===== src/rtl/dma_chain_pkg.sv =====
`timescale 1ns/1ps
package dma_chain_pkg;
  localparam int WORD_W     = 32;
  localparam int DESC_WORDS = 4;
  localparam int IDX_W      = $clog2(DESC_WORDS);
  localparam int BASE_LSB   = IDX_W + 2;
  localparam int REG_AW     = 3;

  typedef enum logic [1:0] {
    ST_IDLE  = 2'd0,
    ST_FETCH = 2'd1,
    ST_XFER  = 2'd2,
    ST_HALT  = 2'd3
  } chan_state_e;

  localparam logic [REG_AW-1:0] RA_CTRL = 3'd0;
  localparam logic [REG_AW-1:0] RA_LINK = 3'd1;
  localparam logic [REG_AW-1:0] RA_SRC  = 3'd2;
  localparam logic [REG_AW-1:0] RA_TGT  = 3'd3;
  localparam logic [REG_AW-1:0] RA_CNT  = 3'd4;

  localparam int CTL_RUN    = 0;
  localparam int CTL_DIRECT = 1;
  localparam int CTL_EXT    = 2;
  localparam int CTL_ST_LSB = 4;

  localparam logic [IDX_W-1:0] WI_LINK = IDX_W'(0);
  localparam logic [IDX_W-1:0] WI_SRC  = IDX_W'(1);
  localparam logic [IDX_W-1:0] WI_TGT  = IDX_W'(2);
  localparam logic [IDX_W-1:0] WI_CMD  = IDX_W'(DESC_WORDS - 1);

  localparam logic [WORD_W-1:0] LINK_KEEP = ~(WORD_W'(14));
endpackage


===== src/rtl/dma_chain_regs.sv =====
`timescale 1ns/1ps
module dma_chain_regs
  import dma_chain_pkg::*;
(
  input  logic                 clk,
  input  logic                 rst_n,
  input  logic                 sw_wr,
  input  logic [REG_AW-1:0]    sw_addr,
  input  logic [WORD_W-1:0]    sw_data,
  input  logic                 chan_quiet,
  input  logic                 fetch_vld,
  input  logic [IDX_W-1:0]     fetch_idx,
  input  logic [WORD_W-1:0]    fetch_data,
  output logic [WORD_W-1:0]    link_q,
  output logic [WORD_W-1:0]    src_q,
  output logic [WORD_W-1:0]    tgt_q,
  output logic                 direct_q,
  output logic                 ext_q
);
  logic ctrl_en, mode_en, link_en, src_en, tgt_en;
  logic fl_link, fl_src, fl_tgt;
  logic [WORD_W-1:0] link_d, src_d, tgt_d;

  always_comb begin
    fl_link = fetch_vld && (fetch_idx == WI_LINK);
    fl_src  = fetch_vld && (fetch_idx == WI_SRC);
    fl_tgt  = fetch_vld && (fetch_idx == WI_TGT);
    ctrl_en = sw_wr && (sw_addr == RA_CTRL);
    mode_en = ctrl_en && chan_quiet;
    // fetched word has priority over a coincident software write
    link_en = fl_link || (sw_wr && (sw_addr == RA_LINK));
    link_d  = (fl_link ? fetch_data : sw_data) & LINK_KEEP;
    src_en  = fl_src || (sw_wr && (sw_addr == RA_SRC) && direct_q);
    src_d   = fl_src ? fetch_data : sw_data;
    tgt_en  = fl_tgt || (sw_wr && (sw_addr == RA_TGT) && direct_q);
    tgt_d   = fl_tgt ? fetch_data : sw_data;
  end

  always_ff @(posedge clk or negedge rst_n) begin
    if (!rst_n) begin
      link_q   <= '0;
      src_q    <= '0;
      tgt_q    <= '0;
      direct_q <= 1'b0;
      ext_q    <= 1'b0;
    end else begin
      if (link_en) link_q   <= link_d;
      if (src_en)  src_q    <= src_d;
      if (tgt_en)  tgt_q    <= tgt_d;
      if (mode_en) direct_q <= sw_data[CTL_DIRECT];
      if (ctrl_en) ext_q    <= sw_data[CTL_EXT];
    end
  end
endmodule


===== src/rtl/dma_chain_len.sv =====
`timescale 1ns/1ps
module dma_chain_len #(
  parameter int LEN_W = 13
) (
  input  logic             clk,
  input  logic             rst_n,
  input  logic             sw_ld,
  input  logic [LEN_W-1:0] sw_val,
  input  logic             fetch_ld,
  input  logic [LEN_W-1:0] fetch_val,
  input  logic             dec,
  output logic [LEN_W-1:0] len_q,
  output logic             len_zero
);
  logic             len_en;
  logic [LEN_W-1:0] len_d;

  assign len_zero = (len_q == '0);

  always_comb begin
    len_en = fetch_ld || sw_ld || (dec && !len_zero);
    if (fetch_ld)   len_d = fetch_val;
    else if (sw_ld) len_d = sw_val;
    else            len_d = len_q - LEN_W'(1);
  end

  always_ff @(posedge clk or negedge rst_n) begin
    if (!rst_n)      len_q <= '0;
    else if (len_en) len_q <= len_d;
  end
endmodule


===== src/rtl/dma_chain_fsm.sv =====
`timescale 1ns/1ps
module dma_chain_fsm
  import dma_chain_pkg::*;
(
  input  logic                     clk,
  input  logic                     rst_n,
  input  logic                     run_req,
  input  logic                     run_direct,
  input  logic [WORD_W-1:BASE_LSB] link_base,
  input  logic                     link_stop,
  input  logic                     direct_q,
  input  logic                     len_zero,
  input  logic                     mem_rvalid,
  input  logic                     xfer_beat,
  output chan_state_e              state_q,
  output logic                     mem_req,
  output logic [WORD_W-1:0]        mem_addr,
  output logic                     fetch_vld,
  output logic [IDX_W-1:0]         fetch_idx,
  output logic                     len_dec,
  output logic                     xfer_active
);
  chan_state_e               state_d;
  logic [WORD_W-1:BASE_LSB]  base_q;
  logic [IDX_W-1:0]          idx_q, idx_d;
  logic                      base_en, idx_en;

  always_comb begin
    state_d = state_q;
    base_en = 1'b0;
    idx_en  = 1'b0;
    idx_d   = idx_q;
    case (state_q)
      ST_IDLE, ST_HALT: begin
        if (run_req) begin
          if (run_direct) begin
            state_d = ST_XFER;
          end else begin
            state_d = ST_FETCH;
            base_en = 1'b1;
            idx_en  = 1'b1;
            idx_d   = '0;
          end
        end
      end
      ST_FETCH: begin
        if (mem_rvalid) begin
          idx_en = 1'b1;
          idx_d  = idx_q + IDX_W'(1);
          if (idx_q == WI_CMD) state_d = ST_XFER;
        end
      end
      default: begin
        if (len_zero) begin
          if (direct_q || link_stop) begin
            state_d = ST_HALT;
          end else begin
            state_d = ST_FETCH;
            base_en = 1'b1;
            idx_en  = 1'b1;
            idx_d   = '0;
          end
        end
      end
    endcase
  end

  always_ff @(posedge clk or negedge rst_n) begin
    if (!rst_n) begin
      state_q <= ST_IDLE;
      base_q  <= '0;
      idx_q   <= '0;
    end else begin
      state_q <= state_d;
      if (base_en) base_q <= link_base;
      if (idx_en)  idx_q  <= idx_d;
    end
  end

  assign mem_req     = (state_q == ST_FETCH);
  assign mem_addr    = {base_q, idx_q, 2'b00};
  assign fetch_vld   = mem_req && mem_rvalid;
  assign fetch_idx   = idx_q;
  assign xfer_active = (state_q == ST_XFER) && !len_zero;
  assign len_dec     = xfer_active && xfer_beat;
endmodule


===== src/rtl/dma_chain_seq.sv =====
`timescale 1ns/1ps
module dma_chain_seq
  import dma_chain_pkg::*;
#(
  parameter int LEN_W = 13
) (
  input  logic              clk,
  input  logic              rst_n,
  input  logic              reg_wr_en,
  input  logic [REG_AW-1:0] reg_addr,
  input  logic [WORD_W-1:0] reg_wdata,
  output logic [WORD_W-1:0] reg_rdata,
  output logic              mem_req,
  output logic [WORD_W-1:0] mem_addr,
  input  logic              mem_rvalid,
  input  logic [WORD_W-1:0] mem_rdata,
  input  logic              xfer_beat,
  output logic              xfer_active,
  output logic [WORD_W-1:0] xfer_src,
  output logic [WORD_W-1:0] xfer_tgt,
  output logic              stopped
);
  logic rst_meta, rst_core_n;

  always_ff @(posedge clk or negedge rst_n) begin
    if (!rst_n) begin
      rst_meta   <= 1'b0;
      rst_core_n <= 1'b0;
    end else begin
      rst_meta   <= 1'b1;
      rst_core_n <= rst_meta;
    end
  end

  chan_state_e       state;
  logic              quiet, run_req, cnt_wr, fetch_vld, len_dec, len_zero;
  logic              direct_q, ext_q;
  logic [IDX_W-1:0]  fetch_idx;
  logic [WORD_W-1:0] link_q, src_q, tgt_q;
  logic [LEN_W-1:0]  len_q;

  assign quiet   = (state == ST_IDLE) || (state == ST_HALT);
  assign run_req = reg_wr_en && (reg_addr == RA_CTRL) && reg_wdata[CTL_RUN] && quiet;
  assign cnt_wr  = reg_wr_en && (reg_addr == RA_CNT) && direct_q;

  dma_chain_regs u_regs (
    .clk(clk), .rst_n(rst_core_n),
    .sw_wr(reg_wr_en), .sw_addr(reg_addr), .sw_data(reg_wdata),
    .chan_quiet(quiet),
    .fetch_vld(fetch_vld), .fetch_idx(fetch_idx), .fetch_data(mem_rdata),
    .link_q(link_q), .src_q(src_q), .tgt_q(tgt_q),
    .direct_q(direct_q), .ext_q(ext_q)
  );

  dma_chain_len #(.LEN_W(LEN_W)) u_len (
    .clk(clk), .rst_n(rst_core_n),
    .sw_ld(cnt_wr), .sw_val(reg_wdata[LEN_W-1:0]),
    .fetch_ld(fetch_vld && (fetch_idx == WI_CMD)), .fetch_val(mem_rdata[LEN_W-1:0]),
    .dec(len_dec), .len_q(len_q), .len_zero(len_zero)
  );

  dma_chain_fsm u_fsm (
    .clk(clk), .rst_n(rst_core_n),
    .run_req(run_req), .run_direct(reg_wdata[CTL_DIRECT]),
    .link_base(link_q[WORD_W-1:BASE_LSB]), .link_stop(link_q[0]),
    .direct_q(direct_q), .len_zero(len_zero),
    .mem_rvalid(mem_rvalid), .xfer_beat(xfer_beat),
    .state_q(state), .mem_req(mem_req), .mem_addr(mem_addr),
    .fetch_vld(fetch_vld), .fetch_idx(fetch_idx),
    .len_dec(len_dec), .xfer_active(xfer_active)
  );

  always_comb begin
    reg_rdata = '0;
    case (reg_addr)
      RA_CTRL: begin
        reg_rdata[CTL_ST_LSB +: 2] = state;
        reg_rdata[CTL_EXT]         = ext_q;
        reg_rdata[CTL_DIRECT]      = direct_q;
      end
      RA_LINK: reg_rdata = link_q;
      RA_SRC:  reg_rdata = src_q;
      RA_TGT:  reg_rdata = tgt_q;
      RA_CNT:  reg_rdata[LEN_W-1:0] = len_q;
      default: reg_rdata = '0;
    endcase
  end

  // external targets need 8-byte alignment, internal ones 4-byte
  assign xfer_src = {src_q[WORD_W-1:3], ext_q ? 1'b0 : src_q[2], 2'b00};
  assign xfer_tgt = tgt_q;
  assign stopped  = (state == ST_HALT);
endmodule


===== config.mk =====
export PLATFORM = sky130hd
export DESIGN_NAME = dma_chain_seq
export DESIGN_NICKNAME = d
export VERILOG_FILES = /design/src/rtl/dma_chain_pkg.sv /design/src/rtl/dma_chain_regs.sv /design/src/rtl/dma_chain_len.sv /design/src/rtl/dma_chain_fsm.sv /design/src/rtl/dma_chain_seq.sv
export SDC_FILE = /design/constraint.sdc
export NUM_CORES = 1
export LEC_CHECK = 0
export CAP_MARGIN = 10
export CORE_UTILIZATION = 30
export CTS_CLUSTER_DIAMETER = 100
export DETAILED_ROUTE_END_ITERATION = 16
export DONT_BUFFER_PORTS = 1
export PLACE_DENSITY_LB_ADDON = 0.1
export SLEW_MARGIN = 20
export SYNTH_ARGS = -nofsm -noshare
export SYNTH_HDL_FRONTEND = slang
export SYNTH_HIERARCHICAL = 1
export SYNTH_SLANG_ARGS = --single-unit

===== constraint.sdc =====
create_clock -name clk -period 7.1 [get_ports clk]
set_clock_uncertainty 0.2 [all_clocks]
set_input_delay 0.71 -clock clk [delete_from_list [all_inputs] [get_ports clk]]
set_output_delay 0.71 -clock clk [all_outputs]
set_load 0.02 [all_outputs]

### Word-level counts from Yosys, hierarchy flattened

Cells that the tools add are included.

| cells by class | value |
|---|---|
| $add $sub $neg | 2 |
| eq/ne operators | 15 |
| mux-type cells | 32 |
| reductions and logical operators | 35 |

Operators with widths:

| kind | number |
|---|---|
| 32-bit 2-to-1 mux | 3 |
| 19-bit one-hot mux with 3 select lines | 1 |
| 7-bit one-hot mux with 4 select lines | 1 |
| 13-bit 2-to-1 mux | 2 |
| 2-bit 2-to-1 mux | 11 |
| 1-bit logical AND | 19 |
| 13-bit zero test | 1 |
| 13-bit by 1-bit subtractor with 13-bit output, second input constant | 1 |
| 2-bit one-hot mux with 5 select lines | 1 |
| 2-bit == test, second input constant | 4 |
| 2-bit != test, second input constant | 4 |
| 2-bit one-hot mux with 2 select lines | 2 |
| 2-bit one-hot mux with 4 select lines | 1 |
| 1-bit logical OR | 7 |
| 3-bit by 2-bit == test with 1-bit output, second input constant | 2 |
| 1-bit 2-to-1 mux | 6 |
| 6-bit AND reduction | 1 |
| 2-bit by 1-bit == test with 1-bit output, second input constant | 2 |
| 2-bit zero test | 2 |
| 1-bit one-hot mux with 2 select lines | 2 |
| 1-bit one-hot mux with 4 select lines | 1 |
| 4-bit AND reduction | 1 |
| 3-bit by 1-bit == test with 1-bit output, second input constant | 1 |
| 3-bit == test, second input constant | 1 |
| other kinds (7) | 7 |

| word-level totals | value |
|---|---|
| register bits | 142 |
| output and inout bits | 131 |
| word-level logic and storage cells | 95 |

### Longest topological paths before layout

Gate-level depths: netlist (run 1).

| logic depth | value |
|---|---|
| word-level depth | 7 |
| mapped depth | 11 |
| gate-level depth less buffers | 10 |

### Cells and area by module

The synthesis (run 1) kept the hierarchy.

By module, submodules not included:

| module | instances | cells each | area an instance (µm²) | sequential area each (µm²) |
|---|---|---|---|---|
| dma_chain_regs | 1 | 537 | 4,678.2 | 2,377.3 |
| dma_chain_fsm | 1 | 104 | 1,575.3 | 800.8 |
| dma_chain_seq | 1 | 136 | 1,207.4 | 50.0 |
| dma_chain_len | 1 | 130 | 1,109.8 | 325.3 |

### Worst setup path after synthesis (run 1)

Ideal clock, no wire load.

| path | value |
|---|---|
| path kind | flip-flop to flip-flop |
| start | register u_len.len_q[0] |
| end | register u_len.len_q[3] |
| library setup time | 0.123 ns |
| arrival | 2.787 ns |
| required time | 6.777 ns |
| slack | 3.991 ns |
| cell stages (with the launch flop) | 12 |
| path buffers | 1 |
| cells stage by stage | dfrtp_1 inv_1 ha_1 or3b_2 or2_2 nor3_1 nor2b_1 and2_1 o41a_1 buf_6 or3_1 o221a_2 |

| on the way | value |
|---|---|
| word-level cells in the longest chain between the ends | 6 |
| elaborated cells on any way between the ends | 9 |

RTL lines:

| element | line | source |
|---|---|---|
| start: declaration | dma_chain_len.sv:12 | `output logic [LEN_W-1:0] len_q,` |
| start signal: assignment | dma_chain_len.sv:29 | `else if (len_en) len_q <= len_d;` |
| 13-bit zero test | dma_chain_len.sv:18 | `assign len_zero = (len_q == '0);` |
| net len_zero | dma_chain_seq.sv:36 | `logic quiet, run_req, cnt_wr, fetch_vld, len_dec, len_zero;` |
| 1-bit zero test | dma_chain_fsm.sv:84 | `assign xfer_active = (state_q == ST_XFER) && !len_zero;` |
| 1-bit logical AND | dma_chain_fsm.sv:84 |  |
| net xfer_active | dma_chain_seq.sv:18 | `output logic xfer_active,` |
| 1-bit logical AND | dma_chain_fsm.sv:85 | `assign len_dec = xfer_active && xfer_beat;` |
| net len_dec | dma_chain_seq.sv:36 |  |
| 1-bit logical AND | dma_chain_len.sv:21 | `len_en = fetch_ld \|\| sw_ld \|\| (dec && !len_zero);` |
| 1-bit logical OR | dma_chain_len.sv:21 |  |

The timed path passes the listed nets, and every way through them passes these cells.
A chain may end at the register's enable or synchronous reset.

### Worst setup path after layout (run 1)

Same ends and word-level chain as after synthesis.

==> results.tsv, run 1 <==
stage	metric	value	unit
logic_synthesis	synth-async-reset-ratio	1.00	
die	die_h	171	um
power	p_sw_frac	0.442	
clock_network	cts_setup_buffers	0	
clock_network	path_clk_slew	0.07	ns
layout	n_fill_cell	2935	
logic_synthesis	netlist_area	8570	um2
logic_synthesis	seq_area_frac_synth	0.415	
worst_setup_path	critPathMaxFanout	9	
global_routing	grt_max_degree	75	
power	p_switching	1.82	mW
routing	wl_met1	14500	um
clock_network	clk_latency	0.43	ns
power	p_leak	3.82	nW
layout	final_common_cell	dfrtp_1	
global_routing	antenna_found_initial	0	
worst_setup_path	endpoint_kind	flip-flop	
outcome	status	finished clean	
die	io_pins	203	
routing	vias	6865	
power	ir_worst_vdd	0.147	mV
sta	fin_crit_sh	0.534	
sta	slew_headroom	0.269	
die	coreArea	27900	um2
logic_synthesis	yosysTopAreaCellShare	0.415	
sta	tightest_slew	1.09	ns
logic_synthesis	yosys.area.top_type	dfrtp_1	
routing	avgViaCountPerCell	5.50	
layout	post-route-util	0.331	
routing	topRoutingLayerUsed	met4	
global_routing	grt_pass1_vias	6918	
sta	max_freq	264	MHz
logic_synthesis	synthCells	907	
logic_synthesis	ys_seq_elements	142	
global_routing	track_usage	0.218	
logic_synthesis	synth_area_leaders	dfrtp_1 41%, mux2_4 6.1%, nor2_1 5.4%	
logic_synthesis	yosysWarnings	6	
routing	met3_length	2360	um
layout	layout_common_cells	141 x dfrtp_1, 123 x nor2_1, 77 x nand2_1	
global_routing	grt_overflow_total	0	
logic_synthesis	syn_area_per_cell	9.45	um2
power	seq_power_share	0.469	
routing	drt_iter0_drc	478	
routing	routedWlPerCell	25.2	um
layout	area_delta_synth_final	8.03	%
sta	finalSetupViolations	0	
layout	drive_above_1_share	0.141	
clock_network	h-tree-depth	4	
placement	gp_congestion	0.836	
worst_setup_path	arrival	3.90	ns
clock_network	cts_buffer_depth	2	
die	die_w	171	um
die	initial_core_util	0.307	
routing	dr.pass1.iters	5	
logic_synthesis	synth_cell_types	75	
layout	nets	938	
sta	post-route-min-period	3.79	ns
routing	drcViolationCount	0	
sta	final_max_slew_viol_count	0	
placement	io_buffer_count	0	
worst_setup_path	worstPathRequired	7.21	ns
power	pwr-share-comb	0.305	
routing	ant_nets	0	
clock_network	cts_resized	0	
sta	fin_setup_tns	0	ns
power	pwr-share-clk	0.226	
worst_setup_path	rr_worst_depth	10	
layout	diodes	0	
min_path	hp-class	flip-flop to asynchronous set/reset pin	
global_routing	grt_pass1_wl	46600	um
die	rows	61	
die	die_area	29200	um2
sta	rsz0062_at_grt	no	
power	p_per_area	444	nW/um2
worst_setup_path	cp-start-kind	flip-flop	
routing	wirelength	31400	um
sta	hold_viol	0	
routing	wl_met2	14200	um
logic_synthesis	synth_edf_count	0	
clock_network	cts_root_buf	clkbuf_16	
clock_network	numCtsBuffers	17	
run	drv_cap	0	
clock_network	cts_sinks	142	
power	p_int	2.29	mW
worst_setup_path	path_class	flip-flop to flip-flop	
clock_network	cts_tree	built	
placement	dpl.hpwl	20500	um
logic_synthesis	ys.flop_type	dfrtp_1	
clock_network	cts_hold_buf	1	
power groups by stage:
stage	Combinational [mW]	Sequential [mW]	Clock [mW]
after floorplan	1.09	1.75	0
after global placement	1.25	1.95	0
after detailed placement	1.25	1.95	0
after CTS	1.26	1.93	0.952
after global routing	1.39	1.99	0.989
final	1.25	1.93	0.929
final timing paths:
kind                                      from           endpoint  slack, ns
worst max-delay path            u_len/len_q[0]     u_len/len_q[3]       3.31
worst min-delay path                rst_core_n  u_regs/link_q[16]       0.13
worst max register to register  u_len/len_q[0]     u_len/len_q[3]       3.31
worst min register to register      rst_core_n  u_regs/link_q[16]       0.13
max in group asynchronous           rst_core_n    u_fsm/base_q[6]       5.40
min in group clk                      rst_meta         rst_core_n       0.15
synth_stat cells, types with 12 or more instances:
cell type and instances:
nor2_1 123, o21ai_0 41, a22oi_1 18, mux2i_1 45
buf_6 12, o21ai_1 34, dfrtp_1 142, mux2_4 35
a21oi_1 33, inv_1 14, nand2_1 78, and3_1 33
a31oi_1 67, a22oi_2 14, clkbuf_1 49, buf_4 12
kinds of logic after synthesis:
group | after synthesis | synth area share
simple gates | 299 | 0.168
mux | 99 | 0.139
buf+inv | 102 | 0.0676
compound gates | 250 | 0.195
fa+ha+maj | 8 | 0.0117
xor+xnor | 3 | 0.00307
flops | 142 | 0.415
other cells | 4 | 0.00175
routing by layer:
metal	track usage	vias to the layer above
li1	-	3177
met2	0.336	231
met4	0.0547	0
met5	0	-
met3	0.0659	21
met1	0.295	3436
flip-flops by register name, indices dropped and copies added, names as in the netlist:
| signal | cells |
|---|---|
| u_len/len_q | 13 |
| u_regs/tgt_q | 32 |
| rst_core_n | 1 |
| u_regs/src_q | 32 |
| u_fsm/fetch_idx | 2 |
| u_regs/direct_q | 1 |
| u_regs/ext_q | 1 |
| rst_meta | 1 |
| u_fsm/state_q | 2 |
| u_regs/link_q | 29 |
| u_fsm/base_q | 28 |
final cells by class:
class | count | area [um2] | share of cell area
Clock buffer | 18 | 429 | 0.0464
Clock inverter | 14 | 154 | 0.0166
Inverter | 14 | 52.6 | 0.00568
Multi-Input combinational cell | 667 | 4470 | 0.483
Sequential cell | 142 | 3560 | 0.384
Tap cell | 378 | 473 | 0.0511
Timing Repair Buffer | 16 | 123 | 0.0132
stage by stage:
stage	total power, mW	setup WS (ns)	area (um2)	hold slack, ns	std cells
final	4.11	3.31	9260	0.134	1249
after global routing	4.37	3.03	9260	0.168	1249
after CTS	4.15	3.30	9260	0.155	1249
after detailed placement	3.20	3.31	8670	0.138	1216
after global placement	3.20	3.38	8670	0.133	1216
after floorplan	2.84	2.65	8590	0.131	911
worst max-delay path, stage by stage, from the launching register on:
cell,delay [ns]
dfrtp_1,0.43
inv_1,0.12
ha_1,0.15
or3b_2,0.50
or2_2,0.33
nor3_1,0.53
nor2b_1,0.29
and2_1,0.34
o41a_1,0.31
or3_1,0.37
o221a_2,0.12
(Power assumes the default switching activity.)
==> run 2: changes to the inputs <==
==> constraint.sdc (replaced) <==
create_clock -name clk -period 3.5 [get_ports clk]
set_clock_uncertainty 0.2 [all_clocks]
set_input_delay 0.35 -clock clk [delete_from_list [all_inputs] [get_ports clk]]
set_output_delay 0.35 -clock clk [all_outputs]
set_load 0.02 [all_outputs]
==> run 2 against run 1 <==
Against the previous run: non-clock buffer count rose by 84; total power rose by 110%; core utilization rose by 3.1 points; die area did not move; critical endpoint unchanged; largest cell class unchanged.
==> results.tsv, run 2 (same netlist as run 1, synthesis figures left out) <==
stage	metric	value	unit
layout	drive_above_1_share	0.147	
die	initial_core_util	0.307	
routing	routedWlPerCell	24.5	um
worst_setup_path	critPathMaxFanout	9	
sta	finalSetupViolations	0	
sta	slew_headroom	0.327	
power	p_int	4.88	mW
clock_network	numCtsBuffers	17	
die	rows	61	
worst_setup_path	max_stage_delay	0.49	ns
die	die_w	171	um
clock_network	cts_root_buf	clkbuf_16	
sta	fin_crit_sh	0.935	
placement	dpl.hpwl	21000	um
outcome	status	finished clean	
placement	io_buffer_count	0	
clock_network	path_clk_slew	0.07	ns
layout	n_fill_cell	2913	
power	pwr-share-comb	0.323	
routing	ant_nets	0	
die	die_area	29200	um2
worst_setup_path	worstPathRequired	3.61	ns
global_routing	track_usage	0.225	
die	coreArea	27900	um2
worst_setup_path	critical_path.cell_chain	inv_1, ha_1, or3b_2, or2_2, nor3_1, buf_4, nor2b_1, and2_1, o41a_2, or3_1, o221a_2	
clock_network	cts_buffer_depth	2	
routing	drt_iter0_drc	499	
power	pwr-share-clk	0.227	
routing	avgViaCountPerCell	5.47	
power	p_per_area	854	nW/um2
sta	final_max_slew_viol_count	0	
run	drv_cap	0	
placement	gp_congestion	0.867	
routing	drcViolationCount	0	
clock_network	cts_tree	built	
clock_network	clk_latency	0.43	ns
sta	post-route-min-period	3.27	ns
sta	hold_viol	0	
routing	dr.pass1.iters	5	
min_path	hp-class	input pin to flip-flop	
power	ir_worst_vdd	0.284	mV
worst_setup_path	crit_family	simple AND/OR/NAND/NOR gates	
routing	wirelength	32600	um
worst_setup_path	cp-start-kind	flip-flop	
layout	layout_common_cells	141 x dfrtp_1, 123 x nor2_1, 77 x nand2_1	
power	p_sw_frac	0.435	
global_routing	grt_pass1_wl	48600	um
layout	final_common_cell	dfrtp_1	
sta	max_freq	306	MHz
worst_setup_path	cp_slowest_cell	or3b_2	
global_routing	grt_max_degree	75	
sta	tightest_slew	1.01	ns
layout	post-route-util	0.362	
global_routing	grt_pass1_vias	7191	
power	p_switching	3.77	mW
global_routing	grt_overflow_total	0	
layout	largestRegisters	u_regs/src_q (32), u_regs/tgt_q (32), u_regs/link_q (29)	
worst_setup_path	path_class	flip-flop to flip-flop	
clock_network	h-tree-depth	4	
layout	nets	1022	
worst_setup_path	crit_buf_inv	2	
sta	rsz0062_at_grt	no	
routing	vias	7295	
clock_network	cts_sinks	142	
die	io_pins	203	
worst_setup_path	arrival	3.39	ns
worst_setup_path	endpoint_kind	flip-flop	
layout	ff_latch_area	3560	um2
clock_network	cts_setup_buffers	0	
power	seq_power_share	0.450	
layout	multiInputGateArea	4480	um2
sta	fin_setup_tns	0	ns
die	die_h	171	um
global_routing	antenna_found_initial	0	
power	p_leak	4.21	nW
layout	area_delta_synth_final	18.1	%
run 2: what timing repair did:
action,in CTS,in global routing
resized for setup,0,4
hold endpoints to repair,109,0
endpoints found under the setup margin,0,5
hold buffers,70,0
run 2: cell type report:
type	instances	area share
well taps	378	0.0467
repair buffers	100	0.0939
clock inverters	14	0.0179
diodes	1	0.000247
flip-flops and latches	142	0.351
multi-input cells	667	0.442
inverters	14	0.00519
clock buffers	18	0.0424
run 2: per-stage QoR:
| stage | hold slack [ns] | worst slack, ns | instance area (um2) | cells | power [mW] |
|---|---|---|---|---|---|
| floorplan | -0.146 | 0.391 | 8590 | 911 | 5.77 |
| global placement | -0.146 | 0.277 | 8800 | 1231 | 6.56 |
| detailed placement | -0.146 | 0.181 | 8800 | 1231 | 6.56 |
| CTS | 0.00728 | 0.0650 | 10100 | 1333 | 8.71 |
| global route | 0.0291 | 0.0867 | 10100 | 1333 | 9.19 |
| finish | 0.0286 | 0.229 | 10100 | 1334 | 8.65 |
run 2: power groups by stage:
stage                     registers (mW)  logic, mW  clock network (mW)
final                               3.89       2.79                1.96
after global routing                4.02       3.09                2.08
after CTS                           3.90       2.80                2.01
after detailed placement            3.93       2.63                   0
after global placement              3.93       2.62                   0
after floorplan                     3.55       2.22                   0
run 2: worst paths after layout:
kind	startpoint	to	slack [ns]	cells after the start
max	u_len/len_q[0]	u_len/len_q[3]	0.23	11
min	reg_wdata[2]	u_regs/tgt_q[2]	0.03	3
max reg2reg	u_len/len_q[0]	u_len/len_q[3]	0.23	11
min reg2reg	rst_meta	rst_core_n	0.15	0
max in group asynchronous	rst_core_n	u_regs/src_q[8]	2.01	1
min in group asynchronous	rst_core_n	u_regs/link_q[17]	0.21	0
run 2: tightest hold or removal path, cell delays in order:
cell and delay, ns:
and3_1 0.14, nand2_1 0.05, a31oi_1 0.08
run 2: layer usage:
metal,GRT usage,part of all wire
met5,0,0
met4,0.0431,0.011
met3,0.0643,0.072
met2,0.340,0.44
met1,0.318,0.47
==> run 3: changes to the inputs <==
==> constraint.sdc (replaced) <==
create_clock -name clk -period 3.5 [get_ports clk]
set_clock_uncertainty 0.2 [all_clocks]
set_input_delay 0.7 -clock clk [delete_from_list [all_inputs] [get_ports clk]]
set_output_delay 0.7 -clock clk [all_outputs]
set_load 0.02 [all_outputs]
==> run 3 against run 2 <==
Against the previous run: first-iteration DRC count is 0.20% higher; sequential cell count stayed put; largest power group unchanged; clock power is 13% higher; global-route usage is 0.98 points lower; cell count is 4.5% lower; fmax is 3.5% lower; combinational power is 4% lower; cell area is 4.9% lower; non-clock buffer count is 59 lower; register-to-register slack better by 0.02 ns; sequential share of layout area is 1.8 points higher; worst hold slack better by 0.12 ns.
==> results.tsv, run 3 (same netlist as run 1, synthesis figures left out) <==
stage	metric	value	unit
sta	post-route-min-period	3.39	ns
sta	fin_ws	0.111	ns
die	coreArea	27900	um2
layout	drive_above_1_share	0.166	
sta	slew_headroom	0.389	
layout	nets	963	
power	p_leak	4.02	nW
global_routing	track_usage	0.215	
outcome	status	finished clean	
clock_network	cts_buffer_depth	2	
sta	fin_crit_sh	0.968	
power	p_per_area	911	nW/um2
global_routing	antenna_found_initial	0	
die	die_area	29200	um2
sta	final_max_slew_viol_count	0	
die	io_pins	203	
worst_setup_path	worstPathRequired	2.60	ns
die	rows	61	
clock_network	numCtsBuffers	17	
sta	hold_ws	0.152	ns
worst_setup_path	path_class	flip-flop to output pin	
global_routing	grt_max_degree	141	
die	die_w	171	um
global_routing	grt_pass1_vias	6990	
clock_network	h-tree-depth	4	
layout	diodes	0	
routing	wirelength	31200	um
routing	drcViolationCount	0	
sta	hold_viol	0	
sta	max_freq	295	MHz
placement	dpl_worst_slack	0.241	ns
die	initial_core_util	0.307	
sta	finalSetupViolations	0	
clock_network	cts_sinks	142	
layout	final_common_cell	dfrtp_1	
min_path	hp-class	flip-flop to flip-flop	
worst_setup_path	endpoint_kind	output pin	
layout	largestRegisters	u_regs/src_q (32), u_regs/tgt_q (32), u_regs/link_q (29)	
layout	area_delta_synth_final	12.3	%
sta	fin_setup_tns	0	ns
placement	gp_congestion	0.843	
layout	layout_common_cells	141 x dfrtp_1, 123 x nor2_1, 77 x nand2_1	
run	drv_cap	0	
global_routing	grt_pass1_wl	46400	um
power	ir_worst_vdd	0.271	mV
placement	dpl.hpwl	20300	um
routing	dr.pass1.iters	5	
clock_network	clk_latency	0.42	ns
placement	io_buffer_count	0	
global_routing	grt_overflow_total	0	
worst_setup_path	arrival	2.49	ns
worst_setup_path	cp-start-kind	flip-flop	
sta	tightest_slew	0.915	ns
routing	routedWlPerCell	24.5	um
routing	vias	7072	
routing	drt_iter0_drc	500	
clock_network	cts_tree	built	
routing	ant_nets	0	
routing	avgViaCountPerCell	5.55	
clock_network	path_clk_slew	0.07	ns
die	die_h	171	um
clock_network	cts_root_buf	clkbuf_16	
worst_setup_path	critPathMaxFanout	5	
sta	rsz0062_at_grt	no	
run 3: changes by cell type in the layout (fill, tap and decap cells not counted), sizes merged, moves of 3 or more:
cell	before	now
buf	30	40
dlygate4sd3	70	1
inv	19	16
bufinv	3	7
run 3: routing by layer:
metal | vias to the layer above | global-route usage | part of all wire
met2 | 252 | 0.333 | 0.45
met1 | 3575 | 0.296 | 0.46
met3 | 19 | 0.0613 | 0.078
met4 | 0 | 0.0462 | 0.011
li1 | 3226 | - | -
met5 | - | 0 | 0
run 3: what timing repair did:
item | CTS | global route
hold buffers | 1 | 0
endpoints found under the setup margin | 0 | 2
buffers inserted | 0 | 0
endpoints found under the hold margin | 2 | 0
gates resized for setup | 0 | 1
run 3: area by class of cell:
cell class | count | area, um2
clock buffers | 19 | 443
clock inverters | 13 | 260
fillers | 2949 | 18300
inverters | 14 | 52.6
multi-input cells | 667 | 4480
flip-flops and latches | 142 | 3560
well taps | 378 | 473
repair buffers | 41 | 360
run 3: final timing paths:
kind                                start                end  slack, ns  cells after the start
max                        u_len/len_q[0]        xfer_active       0.11                      8
min                              rst_meta         rst_core_n       0.15                      0
min in group asynchronous      rst_core_n  u_regs/link_q[17]       0.23                      1
max in group asynchronous      rst_core_n     u_len/len_q[4]       2.20                      1
max reg2reg                u_len/len_q[0]     u_len/len_q[3]       0.25                     11
min reg2reg                      rst_meta         rst_core_n       0.15                      0
run 3: critical path, cell delays in order (launching register included):
cell,delay [ns]
dfrtp_1,0.43
inv_1,0.13
ha_1,0.16
or3b_2,0.49
or2_2,0.33
nor3_2,0.16
buf_4,0.17
nor2b_1,0.05
buf_4,0.16
run 3: report_power, final:
group | total (mW) | switching [mW] | internal, mW
Combinational | 2.68 | 1.41 | 1.27
Sequential | 3.87 | 1.47 | 2.40
Clock | 2.21 | 0.777 | 1.44
run 3: through the flow:
stage                     std cells   util  instance area, um2  power, mW
after floorplan                 911      -                8590       5.77
after CTS                      1274  0.344                9620       8.87
after global routing           1274  0.344                9620       9.34
after detailed placement       1241  0.319                8900       6.60
final                          1274  0.344                9620       8.76
after global placement         1241  0.319                8900       6.59
